## src/rtl/rsel_pkg.sv

```systemverilog
package rsel_pkg;
   // Feedback polarity: XOR loops exclude all-zero, XNOR loops exclude all-one
   typedef enum logic {FB_XOR = 1'b0, FB_XNOR = 1'b1} fb_kind_e;

   localparam int unsigned DEF_WIDTH = 16;
   localparam int unsigned DEF_TAP_A = 14;
   localparam int unsigned DEF_TAP_B = 13;
   localparam int unsigned DEF_IDX_W = 4;
endpackage

```

## src/rtl/rsel_lfsr_core.sv

```systemverilog
module rsel_lfsr_core
   import rsel_pkg::*;
#(
   parameter int unsigned WIDTH   = DEF_WIDTH,
   parameter int unsigned TAP_A   = DEF_TAP_A,
   parameter int unsigned TAP_B   = DEF_TAP_B,
   parameter logic [WIDTH-1:0] SEED = WIDTH'(1),
   parameter fb_kind_e    FB_KIND = FB_XOR
) (
   input  logic             clk,
   input  logic             rst,
   input  logic             en,
   input  logic             ext,
   output logic [WIDTH-1:0] state_q,
   output logic [WIDTH-1:0] state_d
);
   localparam int unsigned LOOP = TAP_A + 1;
   localparam logic [LOOP-1:0] LOCK =
      (FB_KIND == FB_XOR) ? {LOOP{1'b0}} : {LOOP{1'b1}};
   localparam logic [LOOP-2:0] FILL = LOCK[LOOP-2:0];

   initial begin : elab_chk
      if (TAP_A <= TAP_B) $error("TAP_A must be above TAP_B");
      if (TAP_A >= WIDTH) $error("TAP_A must lie inside the register");
      if (SEED[LOOP-1:0] == LOCK) $error("SEED loop bits equal the lock state");
   end

   logic fb_raw;
   logic at_ext_point;
   logic fb;

   generate
      if (FB_KIND == FB_XOR) begin : g_fb_xor
         assign fb_raw = state_q[TAP_A] ^ state_q[TAP_B];
      end else begin : g_fb_xnor
         assign fb_raw = ~(state_q[TAP_A] ^ state_q[TAP_B]);
      end
   endgenerate

   // Every loop bit except the one about to leave matches the lock fill
   assign at_ext_point = (state_q[LOOP-2:0] == FILL);
   assign fb           = fb_raw ^ (ext & at_ext_point);

   always_comb begin
      state_d = state_q;
      if (en) state_d = {state_q[WIDTH-2:0], fb};
   end

   always_ff @(posedge clk) begin
      if (rst) state_q <= SEED;
      else     state_q <= state_d;
   end

   // hold when not enabled
   p_hold_r3: assert property (@(posedge clk) disable iff (rst)
      !en |=> $stable(state_q));

   // the inserted lock state is left for its successor on the next step
   p_ext_exit_r4: assert property (@(posedge clk) disable iff (rst)
      (en && ext && state_q[LOOP-1:0] == LOCK) |=>
         (state_q[LOOP-1:0] == (LOCK ^ LOOP'(1))));

   // without extension the loop never enters the lock state
   p_no_lock_r5: assert property (@(posedge clk) disable iff (rst)
      (en && !ext && state_q[LOOP-1:0] != LOCK) |=>
         (state_q[LOOP-1:0] != LOCK));

   // shift by one place on an enabled step
   p_shift_r2: assert property (@(posedge clk) disable iff (rst)
      en |=> (state_q[WIDTH-1:1] == $past(state_q[WIDTH-2:0])));
endmodule

```

## src/rtl/rsel_onehot_dec.sv

```systemverilog
module rsel_onehot_dec #(
   parameter int unsigned WIDTH   = 16,
   parameter int unsigned IDX_W   = 4,
   parameter int unsigned IDX_LSB = 0,
   parameter logic [WIDTH-1:0] SEED = WIDTH'(1)
) (
   input  logic                    clk,
   input  logic                    rst,
   input  logic                    en,
   input  logic [WIDTH-1:0]        state_q,
   input  logic [WIDTH-1:0]        state_d,
   output logic [IDX_W-1:0]        idx,
   output logic [(1<<IDX_W)-1:0]   onehot_q
);
   localparam int unsigned OUT_W = 1 << IDX_W;

   initial begin : elab_chk
      if (IDX_LSB + IDX_W > WIDTH) $error("index field exceeds register");
   end

   logic [IDX_W-1:0] idx_d;
   logic [IDX_W-1:0] idx_seed;
   logic [OUT_W-1:0] onehot_d;
   logic [OUT_W-1:0] onehot_seed;

   assign idx      = state_q[IDX_LSB +: IDX_W];
   assign idx_d    = state_d[IDX_LSB +: IDX_W];
   assign idx_seed = SEED[IDX_LSB +: IDX_W];

   for (genvar i = 0; i < OUT_W; i++) begin : g_dec
      assign onehot_d[i]    = (idx_d == IDX_W'(i));
      assign onehot_seed[i] = (idx_seed == IDX_W'(i));
   end

   // Loaded from the next state so it lines up with state_q
   always_ff @(posedge clk) begin
      if (rst)     onehot_q <= onehot_seed;
      else if (en) onehot_q <= onehot_d;
   end

   // exactly one bit set
   p_onehot_r6: assert property (@(posedge clk) disable iff (rst)
      $countones(onehot_q) == 1);
endmodule

```

## src/rtl/rsel_wrap_det.sv

```systemverilog
module rsel_wrap_det #(
   parameter int unsigned LOOP = 15,
   parameter logic [LOOP-1:0] SEED_LOOP = LOOP'(1)
) (
   input  logic            clk,
   input  logic            rst,
   input  logic            en,
   input  logic [LOOP-1:0] loop_d,
   output logic            wrap_q
);
   always_ff @(posedge clk) begin
      if (rst) wrap_q <= 1'b0;
      else     wrap_q <= en & (loop_d == SEED_LOOP);
   end

   // a pulse never lasts two cycles without a fresh step
   p_wrap_single_r7: assert property (@(posedge clk) disable iff (rst)
      wrap_q |=> (!wrap_q || $past(en)));
endmodule

```

## src/rtl/rand_onehot_sel.sv

```systemverilog
module rand_onehot_sel
   import rsel_pkg::*;
#(
   parameter int unsigned WIDTH   = DEF_WIDTH,
   parameter int unsigned TAP_A   = DEF_TAP_A,
   parameter int unsigned TAP_B   = DEF_TAP_B,
   parameter int unsigned IDX_W   = DEF_IDX_W,
   parameter int unsigned IDX_LSB = 0,
   parameter logic [WIDTH-1:0] SEED = WIDTH'(1),
   parameter fb_kind_e    FB_KIND = FB_XOR
) (
   input  logic                  clk,
   input  logic                  rst,
   input  logic                  step_en,
   input  logic                  full_period,
   output logic [(1<<IDX_W)-1:0] sel_onehot,
   output logic [IDX_W-1:0]      sel_idx,
   output logic [WIDTH-1:0]      lfsr_q,
   output logic                  wrap_pulse
);
   localparam int unsigned LOOP = TAP_A + 1;

   initial begin : elab_chk
      if (IDX_LSB + IDX_W > LOOP) $error("index must come from loop stages");
   end

   logic [WIDTH-1:0] state_d;

   rsel_lfsr_core #(
      .WIDTH(WIDTH), .TAP_A(TAP_A), .TAP_B(TAP_B),
      .SEED(SEED), .FB_KIND(FB_KIND)
   ) u_core (
      .clk(clk), .rst(rst), .en(step_en), .ext(full_period),
      .state_q(lfsr_q), .state_d(state_d)
   );

   rsel_onehot_dec #(
      .WIDTH(WIDTH), .IDX_W(IDX_W), .IDX_LSB(IDX_LSB), .SEED(SEED)
   ) u_dec (
      .clk(clk), .rst(rst), .en(step_en),
      .state_q(lfsr_q), .state_d(state_d),
      .idx(sel_idx), .onehot_q(sel_onehot)
   );

   rsel_wrap_det #(
      .LOOP(LOOP), .SEED_LOOP(SEED[LOOP-1:0])
   ) u_wrap (
      .clk(clk), .rst(rst), .en(step_en),
      .loop_d(state_d[LOOP-1:0]), .wrap_q(wrap_pulse)
   );

   // the registered one-hot matches the index from the state register
   p_onehot_match_r6: assert property (@(posedge clk) disable iff (rst)
      sel_onehot == ((1<<IDX_W))'(1) << sel_idx);

   // a wrap pulse coincides with the seed in the loop stages
   p_wrap_seed_r7: assert property (@(posedge clk) disable iff (rst)
      wrap_pulse |-> (lfsr_q[LOOP-1:0] == SEED[LOOP-1:0]));
endmodule

```

## config.mk

```make
export PLATFORM = sky130hd
export DESIGN_NAME = rand_onehot_sel
export DESIGN_NICKNAME = d
export VERILOG_FILES = /design/src/rtl/rsel_pkg.sv /design/src/rtl/rsel_lfsr_core.sv /design/src/rtl/rsel_onehot_dec.sv /design/src/rtl/rsel_wrap_det.sv /design/src/rtl/rand_onehot_sel.sv
export SDC_FILE = /design/constraint.sdc
export NUM_CORES = 1
export LEC_CHECK = 0
export CORE_UTILIZATION = 49
export CTS_CLUSTER_SIZE = 40
export DETAILED_ROUTE_END_ITERATION = 12
export GPL_TIMING_DRIVEN = 0
export PLACE_DENSITY = 0.83
export SLEW_MARGIN = 20
export SYNTH_ARGS = -nofsm -noshare
export SYNTH_HDL_FRONTEND = slang
export SYNTH_SLANG_ARGS = --single-unit
```

## constraint.sdc

```tcl
create_clock -name clk -period 2.4 [get_ports clk]
set_input_delay 0.24 -clock clk [delete_from_list [all_inputs] [get_ports clk]]
set_output_delay 0.24 -clock clk [all_outputs]
set_load 0.01 [all_outputs]
```

### After elaboration in Yosys (flattened, before gate mapping)

Index checks and enable logic that the tools add are counted.

| cells by class | value |
|---|---|
| equal/unequal tests | 16 |
| muxes and demuxes | 1 |
| bitwise gates (word level) | 4 |
| reductions and logical operators | 2 |

Operators by type and width:

| kind | number |
|---|---|
| 4-bit == test (second input constant) | 8 |
| 4-bit by 3-bit == test with 1-bit output (second input constant) | 4 |
| 15-bit by 1-bit == test with 1-bit output (second input constant) | 1 |
| 15-bit 2-to-1 mux | 1 |
| 14-bit zero test | 1 |
| 4-bit by 2-bit == test with 1-bit output (second input constant) | 2 |
| 4-bit by 1-bit == test with 1-bit output (second input constant) | 1 |
| 4-bit zero test | 1 |
| 1-bit AND | 2 |
| 1-bit XOR | 2 |

| word-level totals | value |
|---|---|
| register bits after elaboration | 33 |
| input bits | 4 |
| output and inout bits | 37 |
| word-level logic and storage cells | 27 |

### Logic depth before layout (Yosys ltp)

Gate-level depths: netlist (run 1).

| depth | value |
|---|---|
| depth in word-level cells | 6 |
| depth in mapped cells | 5 |

### Cells and area by module

A second synthesis (run 1) with hierarchy kept.

| second synthesis, totals | value |
|---|---|
| cell total of the unflattened synthesis | 126 |
| area, all modules | 1462.7 µm² |

Modules (own cells, without submodules):

| module | instances | cells an instance | area each (µm²) | seq. area each (µm²) |
|---|---|---|---|---|
| rsel_lfsr_core | 1 | 59 | 714.4 | 320.3 |
| rsel_onehot_dec | 1 | 60 | 663.1 | 320.3 |
| rsel_wrap_det | 1 | 7 | 85.1 | 20.0 |

### Worst setup path after synthesis (run 1)

Ideal clock, no wire load.

| path | value |
|---|---|
| kind | register -> register |
| start | reg u_core.state_q[8] |
| end | reg u_dec.onehot_q[1] |
| setup time | 0.122 ns |
| arrival | 1.355 ns |
| required time | 2.278 ns |
| path slack | 0.923 ns |
| stages on the path, launching flop included | 5 |
| buffers on the path | 0 |
| clock period less this slack | 1.477 ns |
| cells stage by stage | dfxtp_1 nor4_1 nand4_1 xnor2_1 a221o_1 |

| on the way | value |
|---|---|
| cells in the longest elaborated chain, start to end | 5 |

Ends and longest elaborated chain:

| item | RTL line | source |
|---|---|---|
| start: declaration | rsel_lfsr_core.sv:14 | `output logic [WIDTH-1:0] state_q,` |
| start signal: assignment | rsel_lfsr_core.sv:51 | `else state_q <= state_d;` |
| 14-bit zero test | rsel_lfsr_core.sv:41 | `assign at_ext_point = (state_q[LOOP-2:0] == FILL);` |
| 1-bit AND | rsel_lfsr_core.sv:42 | `assign fb = fb_raw ^ (ext & at_ext_point);` |
| 1-bit XOR | rsel_lfsr_core.sv:42 |  |
| 15-bit 2-to-1 mux | rsel_lfsr_core.sv:46 | `if (en) state_d = {state_q[WIDTH-2:0], fb};` |
| 4-bit by 1-bit == test with 1-bit output | rsel_onehot_dec.sv:31 | `assign onehot_d[i] = (idx_d == IDX_W'(i));` |
| end signal: assignment | rsel_onehot_dec.sv:37 | `if (rst) onehot_q <= onehot_seed;` |
| end signal: assignment | rsel_onehot_dec.sv:38 | `else if (en) onehot_q <= onehot_d;` |
| end: declaration | rsel_onehot_dec.sv:13 | `output logic [(1<<IDX_W)-1:0] onehot_q` |

No other way between the ends.
A chain may end at the register's enable or synchronous reset.

### Worst setup path in the final report (run 1)

| path | value |
|---|---|
| start | reg u_core.state_q[3] |
| end | out sel_idx[3] |

RTL lines:

| item | RTL line | source |
|---|---|---|
| end: declaration | rand_onehot_sel.sv:17 | `output logic [IDX_W-1:0] sel_idx,` |

No word-level cell between the ends.

==> flow_summary.json, run 1 <==
{
  "outcome": "complete, no violations",
  "synth_top_area_cell": "dfxtp_1",
  "yosysWarningCount": 0,
  "fin_nets": 204,
  "grt_pass1_wl_um": 5170,
  "avgSynthCellArea_um2": 8.89,
  "period_share_pct": 70.7,
  "cts_num_sinks": 33,
  "port_buffers": 38,
  "drtIter0Drc": 18,
  "grt_use_met3_pct": 6.28,
  "h-tree-depth": 2,
  "holdWs_ns": 0.261,
  "gr-usage-met2_pct": 44.0,
  "worstPathArrival_ns": 1.46,
  "hold_viol_final": 0,
  "n_antenna_cell": 0,
  "critPathCaptureType": "output pin",
  "dpl_worst_slack_ns": 0.420,
  "skew_ns": 0.00375,
  "setup_violations": 0,
  "fin_area_mm2": 0.00184,
  "io_pins": 41,
  "grt_pass1_vias": 1207,
  "core_area_mm2": 0.00257,
  "worst_slew_pin_slew_ns": 0.516,
  "crit_slowest_cell": "clkdlybuf4s50_1",
  "row_count": 18,
  "crit_fanout": 6,
  "utilization_pct": 71.8,
  "insertion_delay_ns": 0.34,
  "ys_ff_latch": 33,
  "setup-tns-final_ns": 0,
  "fp.dieH_um": 55.0,
  "fmax_mhz": 589,
  "rsz0062_at_grt": "no",
  "drive_gt1_share_pct": 7.96,
  "yosys-top-cells-area": "dfxtp_1 48%, mux2i_1 10%, nor2_1 5.7%",
  "clockRootBuffer": "clkbuf_4",
  "clkSlewWorstSetupHoldPaths_ns": 0.09,
  "final_cells": 231,
  "wl_per_cell_um": 14.1,
  "synth_area_mm2": 0.00138,
  "grt_use_met1_pct": 26.4,
  "min_path_type": "in2reg",
  "antenna_found_initial": 0,
  "cellLeakagePower_nw": 0.675,
  "cts-hold-fix-buffers": 0,
  "syn_inst": 155,
  "start_util_pct": 53.7,
  "die_area_mm2": 0.00303,
  "drcViolationCount": 0,
  "grt_use_total_pct": 25.0,
  "crit_family": "buffers and inverters",
  "critPathMaxStageDelay_ns": 0.52,
  "ctsResizeCount": 0,
  "routed_wl_um": 3270,
  "cts_buffers": 5,
  "period_minus_slack_ns": 1.70,
  "syn2layout_area_growth_pct": 33.9,
  "cts_buffer_depth": 2,
  "synth_top_area_share_pct": 48.0,
  "final_antenna_net_count": 0,
  "overflow": 0,
  "gp_congestion": 0.856,
  "crit_buf_inv": 2,
  "globalRoute.busiestLayer": "met2",
  "worstPathRequired_ns": 2.16,
  "nFillCells": 217,
  "cts_tree": "yes",
  "dpl_cell_area_mm2": 0.00180,
  "viasPerCell": 5.57,
  "post_cts_buffers": 0,
  "fin_ws_ns": 0.703,
  "dp.cells": 223,
  "first_pass_iters": 4,
  "power_mw": 0.970,
  "worstPathCellList": "buf_4 -> clkdlybuf4s50_1",
  "die_x_um": 55.0,
  "yosysUniqueCellTypes": 30,
  "ys_seq_area_share_pct": 48.0,
  "ir_drop_v": 0.000466,
  "criticalPathCategory": "reg2out",
  "grt_max_degree": 11,
  "critPathLaunchType": "register",
  "maxSlewHeadroom_pct": 65.3,
  "vias": 1286,
  "slew_viol_final": 0,
  "p_per_area_mw_per_mm2": 526,
  "maxCapViolations": 0,
  "syn-num-nets": 159,
  "dp_hpwl_um": 2360
}
==> worst paths after layout <==
| check | start | to | slack [ns] | cells past startpoint |
|---|---|---|---|---|
| setup / recovery | u_core.state_q[3] | sel_idx[3] | 0.70 | 2 |
| hold reg to reg | u_dec.onehot_q[13] | u_dec.onehot_q[13] | 0.47 | 2 |
| setup reg to reg | u_core.state_q[8] | u_dec.onehot_q[1] | 0.74 | 4 |
| hold / removal | step_en | u_core.state_q[1] | 0.26 | 3 |
==> flip-flops by register name, summed over array words and instances, names as in the netlist <==
name,cells
u_wrap.wrap_q,1
u_core.state_q,16
u_dec.onehot_q,16
==> layout make-up <==
class / count / area [um2] / share of cell area [%]
buffer: 16 / 78.8 / 4.27
clock buffer: 8 / 48.8 / 2.65
inverter: 3 / 11.3 / 0.611
multi-input combinational: 103 / 627 / 34.0
sequential: 33 / 661 / 35.8
tap: 30 / 37.5 / 2.04
timing repair buffer: 38 / 380 / 20.6
==> cell usage after synthesis <==
cell,n
o32a_1,1
nor3_1,2
xor2_2,1
a2bb2oi_1,1
a21oi_1,14
a221o_1,1
buf_2,2
inv_1,2
mux2i_1,14
dfxtp_1,33
xnor2_2,1
clkbuf_2,1
nand4_1,10
and2_2,1
nor2_1,21
nand3_1,4
nor2b_1,1
buf_4,4
nor4b_1,4
clkbuf_1,8
buf_1,1
clkinv_1,1
a21bo_2,1
or3_1,1
xnor2_1,1
and2_1,1
nand4b_1,1
nand2_1,18
nor4_1,3
o311ai_0,1
==> worst register-to-register path, delay by kind of cell, from the launching register on <==
family / cells / cell delay (ns)
simple gates: 2 / 0.71
compound gates: 1 / 0.33
flops: 1 / 0.35
xor+xnor: 1 / 0.18
==> kinds of logic after synthesis <==
family | share of synthesized area [%]
simple gates | 23.8
flops | 48.0
mux | 10.2
xor+xnor | 3.00
compound gates | 8.54
buf+inv | 6.54
==> layout by cell type (no fill, tap or decap), types with 2 or more instances in the layout <==
cell type | Yosys | routed
nand4_1 | 10 | 10
a21oi_1 | 14 | 14
inv_1 | 2 | 2
clkbuf_4 | 0 | 5
mux2i_1 | 14 | 14
buf_2 | 2 | 2
nand2_1 | 18 | 18
nor3_1 | 2 | 2
nor4b_1 | 4 | 4
buf_4 | 4 | 4
clkdlybuf4s50_1 | 0 | 38
nand3_1 | 4 | 4
nor2_1 | 21 | 21
dfxtp_1 | 33 | 33
clkbuf_1 | 8 | 11
nor4_1 | 3 | 3
==> power breakdown <==
group	internal, mW	leakage [nW]	switching (mW)	total (mW)
clock network	0.117	0.0265	0.184	0.301
logic	0.0477	0.382	0.0573	0.105
registers	0.556	0.267	0.00788	0.564
total	0.720	0.675	0.249	0.970
==> metal layers <==
| layer | wire (um) | vias up | part of all wire (%) |
|---|---|---|---|
| li1 | - | 628 | - |
| met1 | 1350 | 603 | 41 |
| met2 | 1640 | 47 | 50 |
| met3 | 205 | 8 | 6.3 |
| met4 | 69 | 0 | 2.1 |
| met5 | 0 | - | 0 |
Note: power is estimated with default switching activity, not from simulation.
==> run 2: changes to the inputs <==
--- a/config.mk
+++ b/config.mk
@@ -5,11 +5,11 @@
 export SDC_FILE = /design/constraint.sdc
 export NUM_CORES = 1
 export LEC_CHECK = 0
-export CORE_UTILIZATION = 49
+export CORE_UTILIZATION = 46
 export CTS_CLUSTER_SIZE = 40
 export DETAILED_ROUTE_END_ITERATION = 12
 export GPL_TIMING_DRIVEN = 0
-export PLACE_DENSITY = 0.83
+export PLACE_DENSITY = 0.78
 export SLEW_MARGIN = 20
 export SYNTH_ARGS = -nofsm -noshare
 export SYNTH_HDL_FRONTEND = slang
==> constraint.sdc (replaced) <==
create_clock -name clk -period 1.74 [get_ports clk]
set_input_delay 0.174 -clock clk [delete_from_list [all_inputs] [get_ports clk]]
set_output_delay 0.174 -clock clk [all_outputs]
set_load 0.01 [all_outputs]
==> run 2 against run 1 <==
  * The flow now finishes with violations (DRC)
  * First-iteration DRC count rose by 67%
  * Clock power rose by 60%
  * Die area rose by 6.3%
  * Via count fell by 3.2%
  * Power rose by 45%
  * Sequential power rose by 38%
  * Sequential cell count did not move
  * Critical endpoint unchanged
  * Largest cell class unchanged
==> flow_summary.json, run 2 (synthesized netlist as in run 1, its figures left out) <==
{
  "outcome": "complete, but fails checks",
  "violations": "DRC",
  "start_util_pct": 49.1,
  "fin_area_mm2": 0.00189,
  "period_minus_slack_ns": 1.62,
  "drcViolationCount": 4,
  "layout_commonest_cell": "clkdlybuf4s50_1",
  "setup_violations": 0,
  "criticalPathCategory": "reg2out",
  "fin_nets": 204,
  "mostFrequentLayoutCells": "38 x clkdlybuf4s50_1, 33 x dfxtp_1, 21 x nor2_1, 18 x nand2_1",
  "antenna_found_initial": 0,
  "r2r_cells": 5,
  "dp_hpwl_um": 2230,
  "drive_gt1_share_pct": 10.9,
  "hold_path_depth": 3,
  "port_buffers": 38,
  "biggestRegsByFlops": "u_core.state_q: 16 flops, u_dec.onehot_q: 16 flops, u_wrap.wrap_q: 1 flops",
  "vias": 1245,
  "insertion_delay_ns": 0.33,
  "fmax_mhz": 616,
  "power_mw": 1.41,
  "rr_endpoint": "u_dec.onehot_q[14]",
  "min_path_type": "in2reg",
  "r2r_setup_slack_ns": 0.13,
  "cellLeakagePower_nw": 0.695,
  "h-tree-depth": 2,
  "slew_viol_final": 0,
  "grt_pass1_wl_um": 4930,
  "hp-start": "step_en",
  "cts_tree": "yes",
  "clockRootBuffer": "clkbuf_4",
  "multi_input_area_um2": 646,
  "n_antenna_cell": 0,
  "die_area_mm2": 0.00322,
  "drtIter0Drc": 30,
  "critPathCaptureType": "output pin",
  "crit_fanout": 6,
  "fin_ws_ns": 0.118,
  "period_share_pct": 93.2,
  "grt_pass1_vias": 1102,
  "worst_slew_pin_slew_ns": 0.474,
  "wl_per_cell_um": 13.0,
  "first_pass_iters": 8,
  "critPathLaunchType": "register",
  "overflow": 0,
  "hold_viol_final": 0,
  "routed_wl_um": 3010,
  "rsz0062_at_grt": "no",
  "grt_use_total_pct": 19.9,
  "dpl_cell_area_mm2": 0.00180,
  "post_cts_buffers": 0,
  "skew_ns": 0.00125,
  "syn2layout_area_growth_pct": 36.9,
  "cts_buffer_depth": 2,
  "seqCellArea_um2": 661,
  "viasPerCell": 5.37,
  "worstPathArrival_ns": 1.45,
  "dpl_worst_slack_ns": -0.195,
  "core_area_mm2": 0.00281,
  "fp.dieH_um": 56.7,
  "maxCapViolations": 0,
  "io_pins": 41,
  "worstPathRequired_ns": 1.57,
  "cts_buffers": 5,
  "r2r-start": "u_core.state_q[13]",
  "grt_max_degree": 11,
  "gp_congestion": 0.884,
  "p_per_area_mw_per_mm2": 745,
  "maxSlewHeadroom_pct": 68.3,
  "ir_drop_v": 0.000593,
  "final_antenna_net_count": 0,
  "row_count": 19,
  "die_x_um": 56.7,
  "nFillCells": 235,
  "clkSlewWorstSetupHoldPaths_ns": 0.09,
  "min_to": "u_core.state_q[1]",
  "cts_num_sinks": 33
}
run 2: changes by cell type in the layout (fill, tap and decap cells not counted), sizes merged:
cell | before | now
clkbuf | 17 | 16
clkinv | 1 | 2
run 2: area by class of cell:
class / instances / share of cell area, %
flip-flops and latches: 33 / 35.0
repair buffers: 38 / 20.2
clock inverters: 1 / 0.265
clock buffers: 7 / 3.45
plain buffers: 16 / 4.18
well taps: 31 / 2.06
inverters: 3 / 0.597
multi-input cells: 103 / 34.2
run 2: critical path, cell delays in order, from the launching register on:
cell and delay (ns):
dfxtp_1 0.45, buf_4 0.15, clkdlybuf4s50_1 0.52
run 2: how the worst max path moves through the flow:
| stage | start | end | slack, ns | cells after the start |
|---|---|---|---|---|
| after floorplan | u_core.state_q[8] | u_dec.onehot_q[1] | 0.26 | 4 |
| after global routing | u_core.state_q[13] | u_dec.onehot_q[14] | 0.03 | 5 |
| after global placement | full_period | u_dec.onehot_q[1] | -0.09 | 5 |
| final | u_core.state_q[3] | sel_idx[3] | 0.12 | 2 |
| after CTS | u_core.state_q[8] | u_dec.onehot_q[1] | 0.06 | 4 |
| after detailed placement | full_period | u_dec.onehot_q[1] | -0.20 | 5 |
run 2: timing repair:
| item | CTS | global route |
|---|---|---|
| setup endpoints to repair | 0 | 1 |
| hold buffers | 0 | 0 |
| resized for setup | 0 | 3 |
run 2: metrics by stage:
step | cells | setup TNS (ns) | util [%] | hold WS [ns]
finish | 232 | 0 | 67.2 | 0.202
global route | 232 | 0 | 67.2 | 0.200
CTS | 232 | 0 | 66.5 | 0.193
detailed placement | 224 | -0.311 | 64.1 | 0.450
global placement | 224 | -0.0895 | 64.1 | 0.444
floorplan | 155 | 0 | - | 0.354
run 2: where the power goes:
part	switching (mW)	internal (mW)	total, mW
clock network	0.249	0.234	0.483
registers	0.0117	0.767	0.779
logic	0.0765	0.0667	0.143
run 2: routing by layer:
layer / vias to the layer above / part of all wire, % / wire [um] / global-route usage, %
li1: 627 / - / - / -
met1: 574 / 45 / 1350 / 24.6
met2: 40 / 49 / 1460 / 31.3
met3: 4 / 5.5 / 165 / 7.14
met4: 0 / 1.0 / 30 / 8.21
met5: - / 0 / 0 / 0
